File: src/rtl/r4m_pkg.sv
package r4m_pkg;
   // one recoded radix-4 digit: sign, magnitude two, magnitude one
   typedef struct packed {
      logic neg;
      logic dbl;
      logic sgl;
   } r4m_digit_t;

   localparam int unsigned R4M_BITS_PER_STEP = 2;
endpackage

File: src/rtl/r4m_recoder.sv
module r4m_recoder
   import r4m_pkg::*;
(
   input  logic [2:0]  trip,
   output r4m_digit_t  dig
);
   always_comb begin
      dig = '0;
      unique case (trip)
         3'b001, 3'b010: dig = '{neg: 1'b0, dbl: 1'b0, sgl: 1'b1};
         3'b011:         dig = '{neg: 1'b0, dbl: 1'b1, sgl: 1'b0};
         3'b100:         dig = '{neg: 1'b1, dbl: 1'b1, sgl: 1'b0};
         3'b101, 3'b110: dig = '{neg: 1'b1, dbl: 1'b0, sgl: 1'b1};
         default:        dig = '0;
      endcase
   end
endmodule

File: src/rtl/r4m_multiple.sv
module r4m_multiple
   import r4m_pkg::*;
#(
   parameter int unsigned W = 16
) (
   input  logic [W-1:0] mcand,
   input  r4m_digit_t   dig,
   output logic [W+1:0] addend,
   output logic         cin
);
   localparam int unsigned HW = W + 2;

   logic [HW-1:0] ext;
   assign ext = {{2{mcand[W-1]}}, mcand};

   // per-bit select of x1 / x2 / 0, then conditional inversion
   for (genvar i = 0; i < HW; i++) begin : g_bit
      logic lo_src;
      if (i == 0) begin : g_lsb
         assign lo_src = 1'b0;
      end else begin : g_upper
         assign lo_src = ext[i-1];
      end
      assign addend[i] = ((dig.sgl & ext[i]) | (dig.dbl & lo_src)) ^ dig.neg;
   end

   assign cin = dig.neg;
endmodule

File: src/rtl/r4m_seq_ctrl.sv
module r4m_seq_ctrl #(
   parameter int unsigned STEPS = 8
) (
   input  logic clk,
   input  logic rst_n,
   input  logic start,
   output logic busy,
   output logic done,
   output logic load,
   output logic step
);
   localparam int unsigned CW = (STEPS > 1) ? $clog2(STEPS) : 1;
   localparam logic [CW-1:0] LAST = CW'(STEPS - 1);

   logic [CW-1:0] cnt_q;
   logic          last;

   assign load = start & ~busy;
   assign step = busy;
   assign last = (cnt_q == LAST);

   always_ff @(posedge clk or negedge rst_n) begin
      if (!rst_n) begin
         busy  <= 1'b0;
         done  <= 1'b0;
         cnt_q <= '0;
      end else begin
         done <= 1'b0;
         if (load) begin
            busy  <= 1'b1;
            cnt_q <= '0;
         end else if (busy) begin
            cnt_q <= cnt_q + 1'b1;
            if (last) begin
               busy <= 1'b0;
               done <= 1'b1;
            end
         end
      end
   end


   done_pulse_chk: assert property (@(posedge clk) disable iff (!rst_n)
      done |=> !done);


   done_after_busy_chk: assert property (@(posedge clk) disable iff (!rst_n)
      done |-> $past(busy));


   count_advance_chk: assert property (@(posedge clk) disable iff (!rst_n)
      (busy && !last) |=> (busy && cnt_q == $past(cnt_q) + 1'b1));
endmodule

File: src/rtl/r4_seq_mult.sv
module r4_seq_mult
   import r4m_pkg::*;
#(
   parameter int unsigned W = 16
) (
   input  logic           clk,
   input  logic           rst_n,
   input  logic           start,
   input  logic [W-1:0]   mcand,
   input  logic [W-1:0]   mplier,
   output logic           busy,
   output logic           done,
   output logic [2*W-1:0] product
);
   localparam int unsigned HW    = W + 2;
   localparam int unsigned STEPS = W / R4M_BITS_PER_STEP;

   if ((W % 2) != 0 || W < 4) begin : g_bad_width
      $error("r4_seq_mult: W must be even and at least 4");
   end

   logic          load, step;
   logic [HW-1:0] hi_q;
   logic [W-1:0]  lo_q;
   logic          qm1_q;
   logic [W-1:0]  mcand_q;
   r4m_digit_t    dig;
   logic [HW-1:0] addend;
   logic          cin;
   logic [HW-1:0] sum;

   r4m_seq_ctrl #(.STEPS(STEPS)) u_ctrl (
      .clk   (clk),
      .rst_n (rst_n),
      .start (start),
      .busy  (busy),
      .done  (done),
      .load  (load),
      .step  (step)
   );

   r4m_recoder u_rec (
      .trip ({lo_q[1:0], qm1_q}),
      .dig  (dig)
   );

   r4m_multiple #(.W(W)) u_mult (
      .mcand  (mcand_q),
      .dig    (dig),
      .addend (addend),
      .cin    (cin)
   );

   assign sum = hi_q + addend + {{(HW-1){1'b0}}, cin};

   always_ff @(posedge clk or negedge rst_n) begin
      if (!rst_n) begin
         hi_q    <= '0;
         lo_q    <= '0;
         qm1_q   <= 1'b0;
         mcand_q <= '0;
      end else if (load) begin
         hi_q    <= '0;
         lo_q    <= mplier;
         qm1_q   <= 1'b0;
         mcand_q <= mcand;
      end else if (step) begin
         hi_q    <= {{2{sum[HW-1]}}, sum[HW-1:2]};
         lo_q    <= {sum[1:0], lo_q[W-1:2]};
         qm1_q   <= lo_q[1];
      end
   end

   assign product = {hi_q[W-1:0], lo_q};


   busy_ignore_chk: assert property (@(posedge clk) disable iff (!rst_n)
      (busy && start) |=> $stable(mcand_q));


   product_hold_chk: assert property (@(posedge clk) disable iff (!rst_n)
      (!busy && !start) |=> $stable(product));
endmodule

File: config.mk
export PLATFORM = sky130hd
export DESIGN_NAME = r4_seq_mult
export DESIGN_NICKNAME = d
export VERILOG_FILES = /design/src/rtl/r4m_pkg.sv /design/src/rtl/r4m_recoder.sv /design/src/rtl/r4m_multiple.sv /design/src/rtl/r4m_seq_ctrl.sv /design/src/rtl/r4_seq_mult.sv
export SDC_FILE = /design/constraint.sdc
export NUM_CORES = 1
export LEC_CHECK = 0
export CAP_MARGIN = 25
export CORE_UTILIZATION = 46
export DETAILED_ROUTE_END_ITERATION = 6
export DONT_BUFFER_PORTS = 1
export PLACE_DENSITY = 0.61
export SYNTH_ARGS = -nofsm -noshare
export SYNTH_HDL_FRONTEND = slang
export SYNTH_SLANG_ARGS = --single-unit
File: constraint.sdc
create_clock -name clk -period 4.3 [get_ports clk]
set_input_delay 0.215 -clock clk [delete_from_list [all_inputs] [get_ports clk]]
set_output_delay 0.215 -clock clk [all_outputs]
set_load 0.01 [all_outputs]
==> results.py, run 1 <==
metrics = {
    "timing": {
        "skew_ps": 15.3,
        "fin_crit_sh": 0.884,
        "layout_min_cycle_time_ps": 3800,
        "rsz0062_at_grt": "no",
        "fmax_mhz": 263,
        "relSlewSlack": 0.346,
        "report.final.slew_viol_count": 0,
        "tightest_slew_ps": 979,
        "finalSetupTns_ps": 0,
        "hold_viol": 0,
        "finalSetupViolCount": 0,
    },
    "clock_network": {
        "root_buffer": "clkbuf_8",
        "worstSkewPairLatency_ps": 310,
        "htree_levels": 2,
        "cts_tree": "done",
        "cts.clk_slew.worst_paths_ps": 110,
        "postCtsSetupBuffers": 0,
        "clock_sinks": 54,
        "clockBufferDepth": 2,
        "cts_buffers": 5,
    },
    "placement": {
        "dp.cells": 444,
        "gp_congestion": 0.836,
        "hpwlAfterDp_um": 5710,
        "placed_cell_area_um2": 3570,
        "portBuffers": 0,
    },
    "synth": {
        "synth_compound_area_frac": 0.218,
        "synth_cell_types": 53,
        "ys_async_sr_fraction": 1.00,
        "ys_seq_area_frac": 0.386,
        "synth_simple_gate_area_frac": 0.123,
        "ys.warnings.count": 0,
        "synth_xor_area_frac": 0.0526,
        "synthAdderAreaFrac": 0.0844,
        "synth_top_family_by_area": "compound AO/OA/AOI/OAI gates",
        "ys_ff_latch": 54,
        "muxShareOfSynthArea": 0.100,
        "synth_nets": 420,
        "synth_cells": 362,
        "synth-edff-count": 0,
        "synth_area_per_cell_um2": 9.67,
        "synthFlopType": "dfrtp_1",
        "syn_area_um2": 3500,
    },
    "drt": {
        "ant_nets": 0,
        "num_vias": 2686,
        "drc": 0,
        "wirelength_um": 7800,
        "first_pass_iters": 4,
        "drt-wirelength-per-cell_um": 17.1,
        "dr.first_iter.drc_count": 132,
        "via_per_inst": 5.90,
    },
    "worst_setup_path": {
        "crit_buf_inv": 2,
        "slowest_stage": "a2111oi_1",
        "crit_type": "reg2reg",
        "startpoint_type": "register",
        "crit_top_cell": "inv_1",
        "cp_max_fo": 16,
        "critical_path_required_ps": 4500,
        "cp-end-kind": "register",
        "r2r_setup_slack_ps": 500,
        "crit_family": "compound AO/OA/AOI/OAI gates",
        "crit_arrival_ps": 4000,
        "slowest_delay_ps": 870,
        "crit_path_cell_trace": "inv_1 -> ha_1 -> mux2_2 -> a22oi_1 -> xor2_1 -> inv_1 -> fa_1 -> nor2b_1 -> o31ai_1 -> a2111oi_1 -> o32a_1 -> o21ai_0",
    },
    "grt": {
        "grt_pass1_wl_um": 12900,
        "grt_overflow": 0,
        "grt_max_degree": 62,
        "grt_pass1_vias": 2479,
        "track_usage": 0.212,
        "antenna_found_initial": 0,
    },
    "floorplan": {
        "die_y_um": 89.2,
        "die_area_um2": 7960,
        "start_util": 0.480,
        "num_rows": 31,
        "coreArea_um2": 7290,
        "ios": 69,
        "die_x_um": 89.2,
    },
    "final_layout": {
        "drive_above_1_share": 0.0927,
        "final_cells": 455,
        "nFillCells": 702,
        "ff_latch_area_um2": 1350,
        "antenna_cells": 0,
        "area_growth_pct": 6.97,
        "nets": 413,
        "final_util": 0.513,
        "multiInputGateArea_um2": 2020,
        "final_cell_mix": "53 x dfrtp_1, 34 x nand2_1, 33 x o21ai_0, 22 x ha_1, 20 x xor2_1",
        "postLayoutCellArea_um2": 3740,
        "final_common_cell": "dfrtp_1",
    },
    "worst_hold_path": {
        "hold_class": "in2reg",
    },
    "job": {
        "drv_cap": 0,
    },
    "run_status": {
        "status": "finished clean",
    },
}
==> Yosys cell counts, drive strengths merged (5+ instances only) <==
cell | count | area [um2]
nor3 | 6 | 30.0
inv | 12 | 45.0
dfrtp | 54 | 1350
nand2 | 34 | 128
a21o | 5 | 37.5
ha | 22 | 275
o31ai | 5 | 51.3
xor2 | 20 | 175
nand3 | 7 | 35.0
mux2 | 17 | 191
a21oi | 17 | 85.1
or3 | 5 | 31.3
a22oi | 16 | 120
nor2 | 11 | 41.3
o21ai | 33 | 165
clkbuf | 18 | 67.6
mux2i | 16 | 160
==> state kept, by name, indices dropped and copies added (netlist names) <==
signal / flops
qm1_q: 1
u_ctrl.busy: 1
hi_q: 16
u_ctrl.cnt_q: 3
mcand_q: 16
u_ctrl.done: 1
lo_q: 16
==> final timing paths <==
kind	startpoint	end	cells after the start
worst min-delay path	mcand[11]	mcand_q[11]$_DFFE_PN0P_	1
worst min register to register	u_ctrl.cnt_q[0]$_DFFE_PN0P_	u_ctrl.cnt_q[0]$_DFFE_PN0P_	1
worst max-delay path	lo_q[0]$_DFFE_PN0P_	hi_q[12]$_DFFE_PN0P_	12
worst max register to register	lo_q[0]$_DFFE_PN0P_	hi_q[12]$_DFFE_PN0P_	12
min in group asynchronous	rst_n	lo_q[4]$_DFFE_PN0P_	2
max in group asynchronous	rst_n	hi_q[2]$_DFFE_PN0P_	2
==> area by class of cell <==
cell class,count,area share
clock buffer,6,0.0221
inverter,12,0.0120
multi-input combinational,275,0.540
tap,99,0.0331
timing repair buffer,7,0.0207
sequential,54,0.361
clock inverter,2,0.0104
==> what timing repair did <==
action | in CTS | in global routing
endpoints found under the hold margin | 55 | 0
hold buffers | 3 | 0
gates resized for setup | 0 | 0
==> per-layer routing <==
layer / up-vias / share of wire / global-route usage
met2: 54 / 0.44 / 0.316
met3: 4 / 0.054 / 0.0397
met4: 0 / 0.0088 / 0.0577
li1: 1338 / - / -
met5: - / 0 / 0
met1: 1290 / 0.49 / 0.315
==> cell families after synthesis <==
| family | Yosys count |
|---|---|
| XOR/XNOR | 21 |
| multiplexers | 33 |
| buffers and inverters | 33 |
| AO/OA/AOI/OAI | 111 |
| AND/OR/NAND/NOR | 87 |
| adder cells (fa/ha/maj) | 23 |
| flip-flops | 54 |
==> through the flow <==
stage               worst slack (ps)  hold WS (ps)
floorplan                        937         -80.6
global placement                 615         -79.2
detailed placement               524         -79.1
CTS                              507          40.7
global route                    70.8          28.3
finish                           500          45.4
Power of run 1 is not shown: default switching activity piles up to over one toggle a cycle in this logic, so the estimate is an artifact.
==> run 2: changes to the inputs <==
clock period = 4.91 ns   (was 4.3 ns; I/O delays follow)
==> results.py, run 2 (synthesis gave the netlist of run 1 again) <==
metrics = {
    "clock_network": {
        "cts_buffers": 5,
        "cts.clk_slew.worst_paths_ps": 100,
        "root_buffer": "clkbuf_8",
        "worstSkewPairLatency_ps": 320,
        "postCtsSetupBuffers": 0,
        "cts_tree": "done",
        "cts_resized": 0,
        "cts_hold_buf": 2,
        "clockBufferDepth": 2,
        "htree_levels": 2,
        "clock_sinks": 54,
    },
    "drt": {
        "drc": 0,
        "dr.first_iter.drc_count": 211,
        "num_vias": 2710,
        "first_pass_iters": 4,
        "drt-wirelength-per-cell_um": 17.7,
        "via_per_inst": 5.96,
        "ant_nets": 0,
        "wirelength_um": 8060,
    },
    "placement": {
        "portBuffers": 0,
        "placed_cell_area_um2": 3570,
        "gp_congestion": 0.833,
        "hpwlAfterDp_um": 5870,
    },
    "timing": {
        "rsz0062_at_grt": "no",
        "fmax_mhz": 260,
        "hold_viol": 0,
        "layout_min_cycle_time_ps": 3850,
        "fin_crit_sh": 0.783,
        "skew_ps": 13.6,
        "finalSetupViolCount": 0,
        "relSlewSlack": 0.428,
        "tightest_slew_ps": 856,
        "finalSetupTns_ps": 0,
        "report.final.slew_viol_count": 0,
    },
    "floorplan": {
        "num_rows": 31,
        "start_util": 0.480,
        "die_y_um": 89.2,
        "ios": 69,
        "coreArea_um2": 7290,
        "die_area_um2": 7960,
        "die_x_um": 89.2,
    },
    "final_layout": {
        "drive_above_1_share": 0.0955,
        "multiInputGateArea_um2": 2020,
        "final_util": 0.514,
        "final_common_cell": "dfrtp_1",
        "nFillCells": 724,
        "top_regs": "hi_q: 16 flops, lo_q: 16 flops, mcand_q: 16 flops",
        "ff_latch_area_um2": 1350,
        "area_growth_pct": 7.01,
        "nets": 413,
        "final_cell_mix": "53 x dfrtp_1, 34 x nand2_1, 33 x o21ai_0, 22 x ha_1, 20 x xor2_1",
        "postLayoutCellArea_um2": 3740,
        "antenna_cells": 0,
    },
    "worst_setup_path": {
        "startpoint_type": "register",
        "cp-end-kind": "register",
        "crit_path_cell_trace": "inv_1 -> ha_1 -> o31ai_4 -> buf_4 -> xor2_1 -> ha_1 -> a2111oi_1 -> a2111oi_1 -> or4b_1 -> nand4_1",
        "slowest_stage": "o31ai_4",
        "slowest_delay_ps": 640,
        "crit_arrival_ps": 4100,
        "cp_max_fo": 14,
        "crit_type": "reg2reg",
        "crit_buf_inv": 2,
        "crit_family": "compound AO/OA/AOI/OAI gates",
        "critical_path_required_ps": 5160,
    },
    "grt": {
        "track_usage": 0.223,
        "grt_max_degree": 63,
        "grt_overflow": 0,
        "use_met1": 0.334,
        "grt_pass1_vias": 2653,
        "grt_pass1_wl_um": 13600,
        "grt_use_met2": 0.333,
        "antenna_found_initial": 0,
        "busiest_layer": "met1",
        "grt_use_met3": 0.0406,
    },
    "run_status": {
        "status": "finished clean",
    },
    "worst_hold_path": {
        "hold_class": "in2reg",
    },
    "job": {
        "drv_cap": 0,
    },
}
==> run 2: cell types whose count changed in the layout (fill, tap and decap cells not counted) <==
| cell | before | now |
|---|---|---|
| buf_12 | 0 | 1 |
| clkbuf_8 | 6 | 5 |
| clkinv_2 | 0 | 1 |
| dlygate4sd3_1 | 2 | 1 |
==> run 2: layer usage <==
metal  wire (um)  vias up  part of all wire
met3         502        9             0.062
met2        3630       70              0.45
met1        3840     1298              0.48
met5           0        -                 0
met4          91        0             0.011
li1            -     1333                 -
==> run 2: area by class of cell <==
type                            instances  area share
Clock buffer                            5      0.0184
Clock inverter                          3      0.0117
Inverter                               12      0.0120
Multi-Input combinational cell        275       0.540
Sequential cell                        54       0.361
Tap cell                               99      0.0331
Timing Repair Buffer                    7      0.0234
==> run 2: worst paths after layout <==
check	start	endpoint	slack, ps	cells after the start
max	lo_q[0]$_DFFE_PN0P_	hi_q[14]$_DFFE_PN0P_	1060	10
min	start	qm1_q$_DFFE_PN0P_	40	1
max reg2reg	lo_q[0]$_DFFE_PN0P_	hi_q[14]$_DFFE_PN0P_	1060	10
min reg2reg	u_ctrl.cnt_q[0]$_DFFE_PN0P_	u_ctrl.cnt_q[0]$_DFFE_PN0P_	500	1
max in group asynchronous	rst_n	hi_q[4]$_DFFE_PN0P_	4220	2
min in group asynchronous	rst_n	u_ctrl.cnt_q[2]$_DFFE_PN0P_	440	2
==> run 2: worst register-to-register path, cell delays in order, from the launching register on <==
cell and delay (ps):
dfrtp_1 480, inv_1 100, ha_1 240, o31ai_4 640, buf_4 260, xor2_1 220
ha_1 350, a2111oi_1 610, a2111oi_1 280, or4b_1 510, nand4_1 100
==> run 2: through the flow <==
stage | hold WS (ps) | std cells | setup slack [ps]
after floorplan | -50.1 | 362 | 1550
after global placement | -48.8 | 444 | 1220
after detailed placement | -48.8 | 444 | 1090
after CTS | 28.6 | 454 | 1070
after global routing | 41.3 | 455 | 834
final | 36.1 | 455 | 1060
Power of run 2 is left out for the same reason.
==> run 3: changes to the inputs <==
clock period = 3.8 ns   (was 4.91 ns; I/O delays follow)
==> results.py, run 3 (synthesis gave the netlist of run 1 again) <==
metrics = {
    "worst_setup_path": {
        "crit_path_cell_trace": "inv_1 -> ha_1 -> mux2_2 -> a22oi_1 -> xor2_1 -> ha_1 -> a2111o_1 -> o21ai_0 -> a2111oi_1 -> buf_4 -> or4b_1 -> nand4_1",
        "crit_type": "reg2reg",
        "crit_top_cell": "ha_1",
        "cp-end-kind": "register",
        "critPathLaunch": "lo_q[0]$_DFFE_PN0P_",
        "critical_path_required_ps": 4060,
        "r2r_setup_slack_ps": 300,
        "slowest_delay_ps": 480,
        "slowest_stage": "dfrtp_1",
        "startpoint_type": "register",
        "cp_max_fo": 16,
        "r2r_start": "lo_q[0]$_DFFE_PN0P_",
        "crit_arrival_ps": 3750,
    },
    "timing": {
        "layout_min_cycle_time_ps": 3500,
        "rsz0062_at_grt": "no",
        "report.final.slew_viol_count": 0,
        "fin_ws_ps": 303,
        "finalSetupTns_ps": 0,
        "skew_ps": 12.0,
        "fmax_mhz": 286,
        "hold_viol": 0,
        "fin_crit_sh": 0.920,
        "tightest_slew_ps": 664,
        "finalSetupViolCount": 0,
        "relSlewSlack": 0.557,
    },
    "run_status": {
        "status": "finished clean",
    },
    "floorplan": {
        "num_rows": 31,
        "coreArea_um2": 7290,
        "start_util": 0.480,
        "die_area_um2": 7960,
        "ios": 69,
        "die_y_um": 89.2,
        "die_x_um": 89.2,
    },
    "clock_network": {
        "worstSkewPairLatency_ps": 310,
        "clock_sinks": 54,
        "cts.clk_slew.worst_paths_ps": 110,
        "cts_buffers": 5,
        "cts_tree": "done",
        "root_buffer": "clkbuf_8",
        "htree_levels": 2,
        "clockBufferDepth": 2,
    },
    "placement": {
        "post-place-ws_ps": 195,
        "gp_congestion": 0.857,
        "hpwlAfterDp_um": 5770,
        "dp.cells": 446,
        "portBuffers": 0,
    },
    "grt": {
        "grt_pass1_vias": 2436,
        "track_usage": 0.211,
        "grt_overflow": 0,
        "grt_pass1_wl_um": 12700,
        "antenna_found_initial": 0,
        "grt_max_degree": 55,
    },
    "drt": {
        "wirelength_um": 7820,
        "num_vias": 2696,
        "via_per_inst": 5.90,
        "drt-wirelength-per-cell_um": 17.1,
        "dr.first_iter.drc_count": 176,
        "first_pass_iters": 4,
        "drc": 0,
        "ant_nets": 0,
    },
    "final_layout": {
        "final_common_cell": "dfrtp_1",
        "nFillCells": 726,
        "final_util": 0.514,
        "top_regs": "hi_q: 16 flops, lo_q: 16 flops, mcand_q: 16 flops",
        "antenna_cells": 0,
        "drive_above_1_share": 0.101,
        "final_cell_mix": "53 x dfrtp_1, 34 x nand2_1, 33 x o21ai_0, 22 x ha_1, 20 x xor2_1",
        "area_growth_pct": 7.08,
        "nets": 415,
        "final_cells": 457,
    },
    "worst_hold_path": {
        "hp-start": "mcand[1]",
        "hold_class": "in2reg",
    },
    "job": {
        "drv_cap": 0,
    },
}
[run 3: cell count changes in the layout (fill, tap and decap cells not counted), sizes merged]
cell         change
buf              +1
bufinv           -1
clkbuf           +2
dlygate4sd3      +1
inv              -1
[run 3: cell type report]
cell class              instances  area, um2  area share
well taps                      99        124      0.0331
multi-input cells             275       2030       0.541
clock buffers                   7       96.3      0.0257
inverters                      12       45.0      0.0120
repair buffers                  9       92.6      0.0247
clock inverters                 1       8.76     0.00234
flip-flops and latches         54       1350       0.361
[run 3: per-layer routing]
| layer | vias to the layer above | GRT usage | wire length (um) |
|---|---|---|---|
| li1 | 1339 | - | - |
| met2 | 67 | 0.315 | 3470 |
| met4 | 0 | 0.0519 | 64 |
| met3 | 5 | 0.0397 | 389 |
| met5 | - | 0 | 0 |
| met1 | 1285 | 0.315 | 3900 |
[run 3: stage by stage]
step / hold slack [ps] / instance area [um2]
6_report: 16.1 / 3750
5_1_grt: 4.65 / 3750
4_1_cts: 8.14 / 3740
3_5_place_dp: -104 / 3590
3_3_place_gp: -104 / 3590
2_1_floorplan: -106 / 3500
[run 3: worst paths after layout]
path                                          endpoint  cells after the start
max                               hi_q[14]$_DFFE_PN0P_                     12
min                             mcand_q[1]$_DFFE_PN0P_                      1
max reg2reg                       hi_q[14]$_DFFE_PN0P_                     12
min reg2reg                u_ctrl.cnt_q[0]$_DFFE_PN0P_                      1
max in group asynchronous        u_ctrl.busy$_DFF_PN0_                      2
min in group asynchronous         hi_q[12]$_DFFE_PN0P_                      2
[run 3: worst max-delay path, delay by kind of cell (launching register included)]
| kind | cells | cell delay (ps) |
|---|---|---|
| AO/OA/AOI/OAI | 4 | 930 |
| multiplexers | 1 | 390 |
| buffers and inverters | 2 | 290 |
| adder cells (fa/ha/maj) | 2 | 580 |
| AND/OR/NAND/NOR | 2 | 560 |
| XOR/XNOR | 1 | 210 |
| flip-flops | 1 | 480 |
[run 3: timing repair]
action,CTS,global route
hold buffers,3,0
resized for setup,0,1
setup endpoints to repair,0,1
setup buffers,0,0
hold endpoints to repair,55,0
Power of run 3 is left out for the same reason.
